===== src/rtl/boot_map_decoder.sv =====
module boot_map_decoder #(
  parameter int ADDR_W    = 24,
  parameter int RAM_BYTES = 32'h0004_0000,
  parameter int IO_BASE   = 32'h0040_0000,
  parameter int IO_BYTES  = 32'h0010_0000,
  parameter int ROM_BASE  = 32'h00FE_0000,
  parameter int ROM_BYTES = 32'h0002_0000,
  parameter int VEC_BYTES = 8,
  parameter int CTRL_ADDR = 32'h004F_FFFE,
  localparam int ROM_OFF_W = $clog2(ROM_BYTES)
) (
  input  logic                   clk,
  input  logic                   rst_n,
  input  logic [ADDR_W-1:1]      addr,
  input  logic                   as_n,
  input  logic                   rw,
  input  logic                   uds_n,
  input  logic                   lds_n,
  output logic                   rom_sel_n,
  output logic                   ram_sel_n,
  output logic                   io_sel_n,
  output logic                   unmapped,
  output logic [ROM_OFF_W-1:1]   rom_off
);

  localparam int AW1 = ADDR_W + 1;
  localparam logic [ADDR_W:0] RAM_HI = AW1'(RAM_BYTES);
  localparam logic [ADDR_W:0] IO_LO  = AW1'(IO_BASE);
  localparam logic [ADDR_W:0] IO_HI  = AW1'(IO_BASE + IO_BYTES);
  localparam logic [ADDR_W:0] ROM_LO = AW1'(ROM_BASE);
  localparam logic [ADDR_W:0] ROM_HI = AW1'(ROM_BASE + ROM_BYTES);
  localparam logic [ADDR_W:0] VEC_HI = AW1'(VEC_BYTES);
  localparam logic [ADDR_W:0] CTRL_B = AW1'(CTRL_ADDR);

  logic [ADDR_W:0] ba;
  logic in_ram, in_io, in_rom, in_vec, is_ctrl;
  logic active, any_ds, steer, ctrl_wr;
  logic rom_hit, ram_hit, io_hit;
  logic ovl_q;

  assign ba      = {1'b0, addr, 1'b0};
  assign in_ram  = ba < RAM_HI;
  assign in_io   = (ba >= IO_LO) && (ba < IO_HI);
  assign in_rom  = (ba >= ROM_LO) && (ba < ROM_HI);
  assign in_vec  = ba < VEC_HI;
  assign is_ctrl = ba == CTRL_B;

  assign active  = !as_n;
  assign any_ds  = !uds_n || !lds_n;
  assign steer   = ovl_q && rw && in_vec;
  assign ctrl_wr = active && !rw && any_ds && is_ctrl;

  assign rom_hit = in_rom || steer;
  assign ram_hit = in_ram && !steer;
  assign io_hit  = in_io;

  assign rom_sel_n = !(active && rom_hit);
  assign ram_sel_n = !(active && ram_hit);
  assign io_sel_n  = !(active && io_hit);
  assign unmapped  = active && !(rom_hit || ram_hit || io_hit);
  assign rom_off   = addr[ROM_OFF_W-1:1];

  always_ff @(posedge clk or negedge rst_n) begin
    if (!rst_n)       ovl_q <= 1'b1;
    else if (ctrl_wr) ovl_q <= 1'b0;
  end

endmodule



===== config.mk =====
export PLATFORM = sky130hd
export DESIGN_NAME = boot_map_decoder
export DESIGN_NICKNAME = d
export VERILOG_FILES = /design/src/rtl/boot_map_decoder.sv
export SDC_FILE = /design/constraint.sdc
export NUM_CORES = 1
export LEC_CHECK = 0
export ABC_AREA = 0
export BUFFER_PORTS_ARGS = -buffer_cell sky130_fd_sc_hd__buf_2
export CORE_AREA = 10 10 47 49
export DETAILED_ROUTE_END_ITERATION = 16
export DIE_AREA = 0 0 57 59
export PLACE_DENSITY = 0.78
export SKIP_CTS_REPAIR_TIMING = 1
export SLEW_MARGIN = 20
export SYNTH_ARGS = -nofsm -noshare
export SYNTH_HDL_FRONTEND = slang
export SYNTH_SLANG_ARGS = --single-unit

===== constraint.sdc =====
create_clock -name clk -period 1.9 [get_ports clk]
set_input_delay 0.285 -clock clk [delete_from_list [all_inputs] [get_ports clk]]
set_output_delay 0.285 -clock clk [all_outputs]
set_load 0.02 [all_outputs]

**Yosys cells after proc, flatten, opt, wreduce, memory -nomap -nowiden**

Index checks and enable logic that the tools add are counted.

- Latch bits: 0
- Register bits: 1
- Word-level logic and storage cells: 33
- RAM bits: 0
- ROM bits: 0
- Input bits: 29
- Output and inout bits: 20
- Memories: 0

- $lt $le $gt $ge: 6
- Muxes and demuxes: 0
- Divide/modulo/power cells: 0
- Bitwise operators: 0
- $add $sub $neg: 0
- Reduce and logical (&&, ||, !) cells: 25
- Shifts and indexed selects: 0
- $mul: 0
- Eq/ne operators: 1

Operator list:

| cell | count |
|---|---|
| < comparator 24 x 25 -> 1 bit (second input constant) | 1 |
| >= comparator 24 x 23 -> 1 bit (second input constant) | 1 |
| >= comparator 24 bit (second input constant) | 1 |
| < comparator 24 x 19 -> 1 bit (second input constant) | 1 |
| < comparator 24 x 23 -> 1 bit (second input constant) | 1 |
| < comparator 24 x 4 -> 1 bit (second input constant) | 1 |
| == test 23 x 22 -> 1 bit (second input constant) | 1 |
| logical AND 1 bit | 12 |
| logical NOT 1 bit | 9 |
| logical OR 1 bit | 4 |

**Depth between registers and ports, before layout**

- Depth after elaboration: 8
- Depth in mapped cells: 4
- Gate-level depth less buffers: 4

**Worst setup path after synthesis**

No wires, ideal clock.

- Path kind: register to output
- Start point: reg ovl_q
- End point: out ram_sel_n
- Cell stages (with the launch flop): 4
- Slack: 0.259 ns
- Arrival time: 1.356 ns
- Data required time: 1.615 ns
- Buffers on the path: 0
- Cell sequence: dfstp_2 -> nor4b_1 -> nand4_1 -> o21ai_0

- Cells in the longest elaborated chain, start to end: 6

RTL lines:

| element | line | source |
|---|---|---|
| from (decl) | 39 | `logic ovl_q;` |
| from (signal assigned) | 64 | `if (!rst_n) ovl_q <= 1'b1;` |
| from (signal assigned) | 65 | `else if (ctrl_wr) ovl_q <= 1'b0;` |
| logical AND 1 bit (2 in series) | 50 | `assign steer = ovl_q && rw && in_vec;` |
| logical NOT 1 bit | 54 | `assign ram_hit = in_ram && !steer;` |
| logical AND 1 bit | 54 |  |
| logical AND 1 bit | 58 | `assign ram_sel_n = !(active && ram_hit);` |
| logical NOT 1 bit | 58 |  |
| to (decl) | 20 | `output logic ram_sel_n,` |

Every way passes these cells.

**Worst setup path after layout**

- Start point: reg ovl_q
- End point: out rom_sel_n

- Cells in the longest elaborated chain, start to end: 5

RTL lines:

| element | line | source |
|---|---|---|
| logical AND 1 bit (2 in series) | 50 |  |
| logical OR 1 bit | 53 | `assign rom_hit = in_rom \|\| steer;` |
| logical AND 1 bit | 57 | `assign rom_sel_n = !(active && rom_hit);` |
| logical NOT 1 bit | 57 |  |
| to (decl) | 19 | `output logic rom_sel_n,` |

Every way passes these cells.

==> impl_metrics.env <==
export IMPL_status="finished clean"
export IMPL_final_layout_size_suffix_gt1_share_pct=65.4
export IMPL_slew_limit_headroom_pct=83.8
export IMPL_drc=0
export IMPL_critPathMaxStageDelay_ps=500
export IMPL_leakagePower_nw=0.234
export IMPL_ys_seq_area_share_pct=8.40
export IMPL_slowest_stage="dfstp_2"
export IMPL_drt_iter0_drc=4
export IMPL_avgSynthCellArea_sq_um=6.80
export IMPL_ios=49
export IMPL_fin_skew_ps=0
export IMPL_syn_nets=75
export IMPL_setup_ws_ps=282
export IMPL_die_h_um=59
export IMPL_die_width_um=57
export IMPL_diodes=0
export IMPL_p_int_w=0.0000611
export IMPL_grt_pass1_vias=459
export IMPL_initial_core_util_pct=22.3
export IMPL_clk_latency_ps=0
export IMPL_grt_pass1_wl_um=2040
export IMPL_rsz0062_at_grt="false"
export IMPL_hp_class="primary input to async pin"
export IMPL_dp_slack_ps=255
export IMPL_fillers=166
export IMPL_syn_area_sq_um=313
export IMPL_finalWeightedCongestion=0.662
export IMPL_seqPwrFrac_pct=18.5
export IMPL_grt_usage_pct=6.94
export IMPL_final_common_cell="buf_2"
export IMPL_hpwlAfterDp_um=1310
export IMPL_setup_viol=0
export IMPL_power_density_nw_per_um2=260
export IMPL_clk_pin_slew_worst_paths_ps=0
export IMPL_die_area_sq_um=3360
export IMPL_largest_reg_flops=1
export IMPL_vias=427
export IMPL_via_per_inst=4.54
export IMPL_pwr_share_clk_pct=0
export IMPL_final_cell_mix="buf_2, nand4_1, nand2_1"
export IMPL_switching_share_pct=48.1
export IMPL_finalSetupTns_ps=0
export IMPL_crit_type="flip-flop to primary output"
export IMPL_cp_data_required_time_ps=1620
export IMPL_p_comb_share_pct=81.5
export IMPL_core_sq_um=1400
export IMPL_top_register="ovl_q"
export IMPL_finalMaxSlewViolations=0
export IMPL_synthDistinctLibCells=16
export IMPL_antenna_found_initial=0
export IMPL_finalHoldViolCount=0
export IMPL_cp_end_kind="primary output"
export IMPL_cap_violations=0
export IMPL_yosysWarnings=0
export IMPL_fin_crit_ps=1620
export IMPL_firstDrtPassIters=2
export IMPL_rows=14
export IMPL_syn_inst=46
export IMPL_grt_max_degree=5
export IMPL_period_share_pct=85.2
export IMPL_wirelength_um=1350
export IMPL_port_buffers=48
export IMPL_ant_nets=0
export IMPL_wire_per_inst_um=14.3
export IMPL_worst_pin_slew_ps=239
export IMPL_cp_max_fo=2
export IMPL_grt_overflow_total=0
export IMPL_start_kind="flip-flop"
export IMPL_vdd_ir_drop_max_v=0.0000891
export IMPL_path_cells="nor4b_1, nand4_1, nor3_1, o21bai_1, buf_2"
export IMPL_syn_to_final_growth_pct=44.8
export IMPL_reg_top3="ovl_q (1)"
export IMPL_critPathArrivalTime_ps=1330
export IMPL_final_nets=109
export IMPL_p_sw_w=0.0000565
export IMPL_max_freq_mhz=618
export IMPL_synth_seq_cells=1
## Yosys cell counts
library cell,number,area [sq um]
buf_4,16,120
nand2_1,5,18.8
nand4_1,5,31.3
nor2_1,4,15.0
nor3_1,3,15.0
nand3_1,2,10.0
nor4_1,2,12.5
dfstp_2,1,26.3
nand3b_1,1,7.51
nor3_2,1,10.0
nor4b_1,1,8.76
o21ai_0,1,5.00
o21bai_1,1,7.51
o41a_1,1,11.3
or2_2,1,6.26
or4_1,1,7.51
## through the flow
step	hold slack, ps	utilization (%)	instances	area, sq um	power, W
floorplan	137	-	46	313	0.0000832
detailed placement	223	32.3	94	453	0.000119
global route	233	32.3	94	453	0.000127
finish	220	32.3	94	453	0.000118
CTS	223	32.3	94	453	0.000120
global placement	219	32.3	94	453	0.000118
## power by group through the flow
| stage | logic [W] | registers [W] | clock network (W) |
|---|---|---|---|
| 3_5_place_dp | 0.0000977 | 0.0000217 | 0 |
| 6_report | 0.0000959 | 0.0000217 | 0 |
| 3_3_place_gp | 0.0000963 | 0.0000217 | 0 |
| 5_1_grt | 0.000105 | 0.0000217 | 0 |
| 4_1_cts | 0.0000978 | 0.0000217 | 0 |
| 2_1_floorplan | 0.0000615 | 0.0000217 | 0 |
## logic make-up (layout without fill, tap and decap cells)
kind of cell / after synthesis / in the layout / synth area share (%)
AOI/OAI and AO/OA: 3 / 3 / 7.60
DFF: 1 / 1 / 8.40
buffers and inverters: 16 / 48 / 38.4
and+or+nand+nor: 26 / 26 / 45.6
## metal layers
metal | vias up | track usage [%] | share of wire, %
met5 | - | 0 | 0
met2 | 28 | 12.9 | 49
met3 | 0 | 4.08 | 17
li1 | 218 | - | -
met4 | 0 | 0 | 0
met1 | 181 | 6.95 | 34
## path summary, 6_finish.rpt
path                       start   endpoint  slack [ps]  cells past startpoint
max in group asynchronous  rst_n      ovl_q        1660                      1
min in group clk           ovl_q      ovl_q         460                      1
min                        rst_n      ovl_q         220                      1
max reg2reg                ovl_q      ovl_q        1200                      1
min reg2reg                ovl_q      ovl_q         460                      1
max                        ovl_q  rom_sel_n         280                      5
## layout make-up
cell class | count | area [sq um] | share of cell area, %
sequential | 1 | 26.3 | 5.80
timing repair buffer | 48 | 240 | 53.0
multi-input combinational | 29 | 166 | 36.7
tap | 16 | 20.0 | 4.42
## worst max-delay path, delay by kind of cell, from the launching register on
kind,cells,cell delay [ps]
AO/OA/AOI/OAI,1,80
AND/OR/NAND/NOR,3,590
flip-flops,1,500
buffers and inverters,1,160
Power figures use the tool's default switching activity.
